<file path="src/rtl/evlog_pkg.sv">
package evlog_pkg;
  localparam int STAMP_W = 16;

  typedef enum logic [1:0] {
    PH_IDLE = 2'd0,
    PH_LO   = 2'd1,
    PH_HI   = 2'd2
  } phase_t;

  typedef struct packed {
    logic [STAMP_W-1:0] stamp;
    logic               is_event;
  } entry_t;
endpackage

</file>
<file path="src/rtl/evlog_sequencer.sv">
module evlog_sequencer
  import evlog_pkg::*;
(
  input  logic               clk,
  input  logic               rst_n,
  input  logic               clr,
  input  logic               rec_valid,
  output logic               rec_ready,
  input  logic [STAMP_W-1:0] rec_etc,
  input  logic               ovf_valid,
  output logic               ovf_ready,
  output logic               wr_en,
  output logic               wr_hi,
  output logic [7:0]         wr_data,
  output logic               commit,
  output logic               commit_event
);
  localparam logic [STAMP_W-1:0] ROLL_MARK = '1;

  phase_t phase_q, phase_d;
  entry_t held_q, held_d;
  logic   can_take, take_ovf, take_rec;

  assign can_take  = (phase_q != PH_LO) && !clr;
  assign ovf_ready = can_take;
  assign rec_ready = can_take && !ovf_valid;
  assign take_ovf  = ovf_valid && ovf_ready;
  assign take_rec  = rec_valid && rec_ready;

  always_comb begin
    phase_d = phase_q;
    held_d  = held_q;
    if (clr) begin
      phase_d = PH_IDLE;
    end else if (phase_q == PH_LO) begin
      phase_d = PH_HI;
    end else if (take_ovf) begin
      phase_d = PH_LO;
      held_d  = '{stamp: ROLL_MARK, is_event: 1'b0};
    end else if (take_rec) begin
      phase_d = PH_LO;
      held_d  = '{stamp: rec_etc, is_event: 1'b1};
    end else begin
      phase_d = PH_IDLE;
    end
  end

  always_ff @(posedge clk) begin
    if (!rst_n) begin
      phase_q <= PH_IDLE;
      held_q  <= '0;
    end else begin
      phase_q <= phase_d;
      held_q  <= held_d;
    end
  end

  assign wr_en        = (phase_q != PH_IDLE) && !clr;
  assign wr_hi        = (phase_q == PH_HI);
  assign wr_data      = wr_hi ? held_q.stamp[15:8] : held_q.stamp[7:0];
  assign commit       = (phase_q == PH_HI) && !clr;
  assign commit_event = held_q.is_event;


  lsb_then_msb_chk: assert property (@(posedge clk) disable iff (!rst_n)
    (wr_en && !wr_hi) |=> (clr || (wr_en && wr_hi)));

  busy_not_ready_chk: assert property (@(posedge clk) disable iff (!rst_n)
    (wr_en && !wr_hi) |-> (!rec_ready && !ovf_ready));

  ovf_first_chk: assert property (@(posedge clk) disable iff (!rst_n)
    ovf_valid |-> !rec_ready);

  clr_quiet_chk: assert property (@(posedge clk) disable iff (!rst_n)
    clr |-> (!wr_en && !rec_ready && !ovf_ready));
endmodule

</file>
<file path="src/rtl/evlog_pointer.sv">
module evlog_pointer #(
  parameter int                 PTR_W     = 16,
  parameter logic [PTR_W-1:0]   LOG_BASE  = '0,
  parameter int                 LOG_BYTES = 32
) (
  input  logic             clk,
  input  logic             rst_n,
  input  logic             clr,
  input  logic             commit,
  input  logic             wr_hi,
  output logic [PTR_W-1:0] wr_addr,
  output logic [PTR_W-1:0] next_ptr,
  output logic             log_wrapped
);
  localparam logic [PTR_W-1:0] LAST_SLOT = LOG_BASE + PTR_W'(LOG_BYTES - 2);
  localparam logic [PTR_W-1:0] LIMIT     = LOG_BASE + PTR_W'(LOG_BYTES);

  logic [PTR_W-1:0] ptr_q;
  logic             wrap_q;
  logic             at_end;

  assign at_end = (ptr_q == LAST_SLOT);

  always_ff @(posedge clk) begin
    if (!rst_n || clr) begin
      ptr_q  <= LOG_BASE;
      wrap_q <= 1'b0;
    end else if (commit) begin
      if (at_end) begin
        ptr_q  <= LOG_BASE;
        wrap_q <= 1'b1;
      end else begin
        ptr_q  <= ptr_q + PTR_W'(2);
      end
    end
  end

  assign wr_addr     = wr_hi ? ptr_q + PTR_W'(1) : ptr_q;
  assign next_ptr    = ptr_q;
  assign log_wrapped = wrap_q;


  ptr_in_region_chk: assert property (@(posedge clk) disable iff (!rst_n)
    (next_ptr >= LOG_BASE) && (next_ptr < LIMIT) && !next_ptr[0]);

  wrap_sticky_chk: assert property (@(posedge clk) disable iff (!rst_n)
    (log_wrapped && !clr) |=> log_wrapped);

  ptr_hold_chk: assert property (@(posedge clk) disable iff (!rst_n)
    (!commit && !clr) |=> $stable(next_ptr));
endmodule

</file>
<file path="src/rtl/evlog_counter.sv">
module evlog_counter #(
  parameter int CNT_W = 24
) (
  input  logic             clk,
  input  logic             rst_n,
  input  logic             clr,
  input  logic             commit,
  input  logic             commit_event,
  output logic [CNT_W-1:0] event_count
);
  localparam logic [CNT_W-1:0] TOP = '1;

  logic [CNT_W-1:0] cnt_q;
  logic             bump;

  assign bump = commit && commit_event && (cnt_q != TOP);

  always_ff @(posedge clk) begin
    if (!rst_n || clr) cnt_q <= '0;
    else if (bump)     cnt_q <= cnt_q + CNT_W'(1);
  end

  assign event_count = cnt_q;


  cnt_saturate_chk: assert property (@(posedge clk) disable iff (!rst_n)
    (event_count == TOP && !clr) |=> (event_count == TOP));

  cnt_only_events_chk: assert property (@(posedge clk) disable iff (!rst_n)
    (!(commit && commit_event) && !clr) |=> $stable(event_count));

  cnt_clear_chk: assert property (@(posedge clk) disable iff (!rst_n)
    clr |=> (event_count == '0));
endmodule

</file>
<file path="src/rtl/evlog_writer.sv">
module evlog_writer
  import evlog_pkg::*;
#(
  parameter int               PTR_W     = 16,
  parameter logic [PTR_W-1:0] LOG_BASE  = '0,
  parameter int               LOG_BYTES = 32,
  parameter int               CNT_W     = 24
) (
  input  logic               clk,
  input  logic               rst_n,
  input  logic               clr,
  input  logic               rec_valid,
  output logic               rec_ready,
  input  logic [STAMP_W-1:0] rec_etc,
  input  logic               ovf_valid,
  output logic               ovf_ready,
  output logic               wr_en,
  output logic [PTR_W-1:0]   wr_addr,
  output logic [7:0]         wr_data,
  output logic [PTR_W-1:0]   next_ptr,
  output logic [CNT_W-1:0]   event_count,
  output logic               log_wrapped
);
  logic wr_hi, commit, commit_event;

  evlog_sequencer u_seq (
    .clk          (clk),
    .rst_n        (rst_n),
    .clr          (clr),
    .rec_valid    (rec_valid),
    .rec_ready    (rec_ready),
    .rec_etc      (rec_etc),
    .ovf_valid    (ovf_valid),
    .ovf_ready    (ovf_ready),
    .wr_en        (wr_en),
    .wr_hi        (wr_hi),
    .wr_data      (wr_data),
    .commit       (commit),
    .commit_event (commit_event)
  );

  evlog_pointer #(
    .PTR_W     (PTR_W),
    .LOG_BASE  (LOG_BASE),
    .LOG_BYTES (LOG_BYTES)
  ) u_ptr (
    .clk         (clk),
    .rst_n       (rst_n),
    .clr         (clr),
    .commit      (commit),
    .wr_hi       (wr_hi),
    .wr_addr     (wr_addr),
    .next_ptr    (next_ptr),
    .log_wrapped (log_wrapped)
  );

  evlog_counter #(
    .CNT_W (CNT_W)
  ) u_cnt (
    .clk          (clk),
    .rst_n        (rst_n),
    .clr          (clr),
    .commit       (commit),
    .commit_event (commit_event),
    .event_count  (event_count)
  );


  write_addr_in_region_chk: assert property (@(posedge clk) disable iff (!rst_n)
    wr_en |-> ((wr_addr >= LOG_BASE) &&
               (wr_addr < LOG_BASE + PTR_W'(LOG_BYTES))));
endmodule

</file>
<file path="config.mk">
export PLATFORM = sky130hd
export DESIGN_NAME = evlog_writer
export DESIGN_NICKNAME = d
export VERILOG_FILES = /design/src/rtl/evlog_pkg.sv /design/src/rtl/evlog_sequencer.sv /design/src/rtl/evlog_pointer.sv /design/src/rtl/evlog_counter.sv /design/src/rtl/evlog_writer.sv
export SDC_FILE = /design/constraint.sdc
export NUM_CORES = 1
export LEC_CHECK = 0
export ABC_AREA = 0
export BUFFER_PORTS_ARGS = -buffer_cell sky130_fd_sc_hd__clkbuf_2
export CORE_MARGIN = 2
export CORE_UTILIZATION = 55
export CTS_CLUSTER_SIZE = 14
export DETAILED_ROUTE_END_ITERATION = 7
export GPL_ROUTABILITY_DRIVEN = 0
export GPL_TIMING_DRIVEN = 0
export PLACE_DENSITY = 0.85
export SYNTH_ARGS = -nofsm -noshare
export SYNTH_HDL_FRONTEND = slang
export SYNTH_SLANG_ARGS = --single-unit
</file>
<file path="constraint.sdc">
create_clock -name clk -period 5.4 [get_ports clk]
set_input_delay 0.27 -clock clk [delete_from_list [all_inputs] [get_ports clk]]
set_output_delay 0.27 -clock clk [all_outputs]
set_load 0.01 [all_outputs]
</file>
Yosys cells after proc, flatten, opt, wreduce, memory -nomap -nowiden
Index checks and enable logic that the tools add are counted.
{ "totals": {"reg_bits": 60, "output_inout_bits": 68, "in_bits": 21, "wordCells": 44} }
{ "classes": {"n_eq_ne": 5, "muxes": 8, "bitwise_logic": 3, "n_reduce_logical": 18, "addsub": 3} }
{ "op_table": {"columns": ["op", "count"], "rows": [
  ["$mux W17", 2],
  ["$mux W16", 2],
  ["$add A24 B1 Y24 const B", 1],
  ["$ne A24 B24 Y1 const B", 1],
  ["$add A16 B1 Y16 const B", 1],
  ["$add A16 B2 Y16 const B", 1],
  ["$eq A16 B5 Y1 const B", 1],
  ["$logic_and A1 B1 Y1", 8],
  ["$mux W8", 1],
  ["$mux W2", 2],
  ["$reduce_bool A2 Y1", 2],
  ["$logic_not A1 Y1", 3],
  ["$not A1 Y1", 3],
  ["$reduce_and A3 Y1", 1],
  ["$reduce_or A3 Y1", 1],
  ["$eq A2 B1 Y1 const B", 1],
  ["$eq A2 B2 Y1 const B", 1],
  ["$ne A2 B1 Y1 const B", 1],
  ["$reduce_and A2 Y1", 1],
  ["$reduce_or A2 Y1", 1],
  ["$logic_or A1 B1 Y1", 1],
  ["$mux W1", 1]
]} }

Longest topological paths before layout
{ "depth": {"depth_word": 7, "depth_mapped": 8} }

Hierarchy
Synthesis repeated with hierarchy kept, for this count alone.
{ "hier_totals": {"cells_unflattened": 317, "hier_area_um2": 3002.9} }
{ "by_module_without_submodules": {"columns": ["mod", "seq_area_each_um2", "cells_per_inst", "instances", "area_per_inst_um2"], "rows": [
  ["evlog_counter", 480.5, 148, 1, 1311.3],
  ["evlog_pointer", 320.3, 102, 1, 864.6],
  ["evlog_sequencer", 380.4, 67, 1, 827.0]
]} }

Worst setup path before layout
Ideal clock, no wire load.
{ "synth_timing": {"path_kind": "reg2reg", "from": "register u_cnt.cnt_q[0] (netlist: u_cnt.event_count[0])", "to": "register u_cnt.cnt_q[21] (netlist: u_cnt.event_count[21])", "setup_time_ns": 0.070, "n_path_buf": 1, "setup_slack_ns": 3.426, "path_stages_with_launch": 8, "arrival_time_ns": 1.904, "required_time_ns": 5.330, "path_cell_list": "dfxtp_1 -> ha_1 -> and4_1 -> buf_2 -> and4_4 -> a211o_1 -> or3_1 -> a21oi_1"} }
{ "synth_via": {"elab_chain_cells": 2} }
{ "synth_lines": {"columns": ["element", "line", "rtl"], "rows": [
  ["start: declaration", "evlog_counter.sv:13", "logic [CNT_W-1:0] cnt_q;"],
  ["start signal: assignment", "evlog_counter.sv:20", "else if (bump) cnt_q <= cnt_q + CNT_W'(1);"],
  ["parallel branches: the longest is 2 deep, another holds $add A24 B1 Y24", null, null]
]} }
Several ways; the timed one is not identified.
A chain may end at the register's enable or synchronous reset.

Worst setup path in the final report
{ "layout_timing": {"from": "register u_seq.phase_q[1]", "to": "output port wr_data[4]"} }
{ "layout_via": {"elab_chain_cells": 2} }
{ "layout_lines": {"columns": ["element", "line", "rtl"], "rows": [
  ["start: declaration", "evlog_sequencer.sv:20", "phase_t phase_q, phase_d;"],
  ["start signal: assignment", "evlog_sequencer.sv:53", "phase_q <= phase_d;"],
  ["$eq A2 B2 Y1", "evlog_sequencer.sv:59", "assign wr_hi = (phase_q == PH_HI);"],
  ["$mux W8", "evlog_sequencer.sv:60", "assign wr_data = wr_hi ? held_q.stamp[15:8] : held_q.stamp[7:0];"],
  ["end: declaration", "evlog_writer.sv:19", "output logic [7:0] wr_data,"]
]} }
Every way passes these cells.

==> results.json <==
{
  "outcome": "complete, no violations",
  "swShare": 0.225,
  "via_count": 2551,
  "row_count": 26,
  "synth_seq_area_share": 0.412,
  "most-common-layout-cells": "clkbuf_2 (87), dfxtp_1 (59), nor2_1 (44)",
  "grt_overflow_total": 0,
  "async_flop_share": 0,
  "arrival_ns": 2.00,
  "setup_viol": 0,
  "cts_hold_buf": 0,
  "synth_top_flop_cell": "dfxtp_1",
  "final_layout_size_suffix_gt1_frac": 0.340,
  "worst_setup_path_start_kind": "flip-flop",
  "core_um2": 5070,
  "post-place-cells": 472,
  "cts_resized": 0,
  "slew-limit-headroom": 0.533,
  "finClkSkew_ns": 0.0104,
  "final_cells": 488,
  "clk_latency_ns": 0.34,
  "grt_pass1_vias": 2336,
  "drt-initial-drc-count": 103,
  "worst_pin_slew_ns": 0.692,
  "fmax_mhz": 441,
  "maxCapViolCount": 0,
  "crit_fanout": 10,
  "fp.dieArea_um2": 5810,
  "cts_made_buffers": 9,
  "synth_edf_count": 0,
  "dpl-instance-area_um2": 3390,
  "stdcell_area_um2": 3600,
  "ys_warn_count": 0,
  "synth_fa_ha_area_frac": 0.00872,
  "p_clk_frac": 0.455,
  "first_pass_iters": 4,
  "ir_worst_vdd_uv": 235,
  "period_share": 0.420,
  "antenna_found_initial": 0,
  "synth.net_count": 338,
  "synth_cell_types": 49,
  "worstPathRequired_ns": 5.13,
  "p_comb_frac": 0.066,
  "grt_max_degree": 11,
  "die_w_um": 76.2,
  "p_int_uw": 733,
  "port_buffers": 87,
  "wl_per_cell_um": 13.5,
  "p_switching_uw": 213,
  "num_antenna_cells": 0,
  "synth_compound_area_frac": 0.139,
  "grt.total_usage": 0.232,
  "cts.sinks": 59,
  "clkTransAtPathRegs_ns": 0.07,
  "syn-mean-instance-area_um2": 9.11,
  "drt_wl_total_um": 6570,
  "post_cts.repair.setup_buffers": 0,
  "p_per_area_nw_per_um2": 263,
  "tns_ns": 0,
  "yosys.area_share.simple": 0.230,
  "hold_viol_final": 0,
  "fp.dieH_um": 76.2,
  "start_util": 0.566,
  "crit_path_end_kind": "output port",
  "synth_top_family_by_area": "simple AND/OR/NAND/NOR gates",
  "synth_mux_area_frac": 0.0663,
  "syn2layout_area_growth_pct": 25.5,
  "power_frac_seq": 0.479,
  "htreeDepth": 3,
  "io_pins": 89,
  "cts_tree": "done",
  "synthXorXnorAreaFrac": 0.0915,
  "cts_max_path_buffers": 2,
  "dp.final_hpwl_um": 4670,
  "ys_seq_elements": 59,
  "final_common_cell": "clkbuf_2",
  "fin_nets": 436,
  "vias_per_cell": 5.23,
  "finalPower_uw": 946,
  "ant_nets": 0,
  "rsz0062_at_grt": "no",
  "syn_inst": 315,
  "crit_type": "flip-flop to output port",
  "leakage_nw": 1.49,
  "grt_pass1_wl_um": 10900,
  "drc_errors": 0,
  "final_util": 0.710,
  "drv_slew": 0,
  "syn-cell-area_um2": 2870,
  "fin_crit_ns": 2.27,
  "cts_root_buffer": "clkbuf_8",
  "hp-class": "input port to flip-flop"
}
==> kinds of logic after synthesis <==
logic type               Yosys count
multiplexers                      18
AND/OR/NAND/NOR                  126
buffers and inverters             33
XOR/XNOR                          30
other                              1
flip-flops                        59
AO/OA/AOI/OAI                     46
adder cells (fa/ha/maj)            2
==> registers in the layout, indices dropped and copies added, names as in the netlist <==
signal,count
u_cnt.event_count,24
u_ptr.log_wrapped,1
u_ptr.next_ptr,15
u_seq.commit_event,1
u_seq.held_q,16
u_seq.phase_q,2
==> synth_stat cells, types with 3 or more instances <==
master    count  area share
nand3_1      11       0.019
xor2_1       10       0.031
a21oi_1       9       0.016
a31o_1        3      0.0092
nor3_2        3       0.010
clkbuf_1     20       0.026
nand2_1      26       0.034
buf_2         5      0.0087
inv_1         3      0.0039
dfxtp_1      59        0.41
nand4_1       9       0.020
buf_4         3      0.0078
a21boi_0      8       0.021
xnor2_1      20       0.061
o221a_2       8       0.031
nor2_1       44       0.058
mux2i_1      10       0.035
nor3_1        4      0.0070
and4_1        3      0.0092
a211oi_1      6       0.016
mux2_2        8       0.031
and3_1        6       0.013
nor4_1        4      0.0087
==> worst max-delay path: stages, from the launching register on <==
cell and delay [ns]:
dfxtp_1 0.38, inv_1 0.08, nor2_1 0.22, buf_1 0.46
mux2_2 0.40, clkbuf_2 0.13
==> final timing paths <==
| kind | start | to | slack (ns) | cells past startpoint |
|---|---|---|---|---|
| worst min register to register | u_ptr.log_wrapped$_SDFFE_PP0P_ | u_ptr.log_wrapped$_SDFFE_PP0P_ | 0.47 | 2 |
| worst max-delay path | u_seq.phase_q[1]$_SDFF_PP0_ | wr_data[4] | 3.13 | 5 |
| worst max register to register | u_cnt.event_count[0]$_SDFFE_PP0P_ | u_cnt.event_count[21]$_SDFFE_PP0P_ | 3.30 | 7 |
| worst min-delay path | rec_etc[0] | u_seq.held_q[1]$_SDFFE_PN0P_ | 0.20 | 2 |
==> per-layer routing <==
layer,GRT usage,share of wire,vias up
li1,-,-,1299
met4,0.107,0.011,0
met3,0.0521,0.047,7
met1,0.303,0.47,1174
met5,0,0,-
met2,0.365,0.48,71
==> cell type report <==
| cell class | count | area [um^2] |
|---|---|---|
| clock inverters | 6 | 80.1 |
| inverters | 3 | 11.3 |
| repair buffers | 87 | 435 |
| fillers | 395 | 1470 |
| clock buffers | 10 | 128 |
| well taps | 70 | 87.6 |
| plain buffers | 30 | 138 |
| flip-flops and latches | 59 | 1180 |
| multi-input cells | 223 | 1540 |
==> stage by stage <==
stage / setup slack (ns) / hold slack [ns]
final: 3.13 / 0.197
after global routing: 2.97 / 0.190
after CTS: 3.11 / 0.182
after detailed placement: 3.33 / 0.464
after global placement: 3.35 / 0.437
after floorplan: 3.43 / 0.424
==> power groups by stage <==
stage / Clock [mW] / Combinational [mW] / Sequential [mW]
floorplan: 0 / 0.0392 / 0.461
global placement: 0 / 0.0599 / 0.462
detailed placement: 0 / 0.0615 / 0.463
CTS: 0.436 / 0.0625 / 0.453
global route: 0.453 / 0.0682 / 0.455
finish: 0.431 / 0.0620 / 0.453
Note: power is estimated with default switching activity, not from simulation.
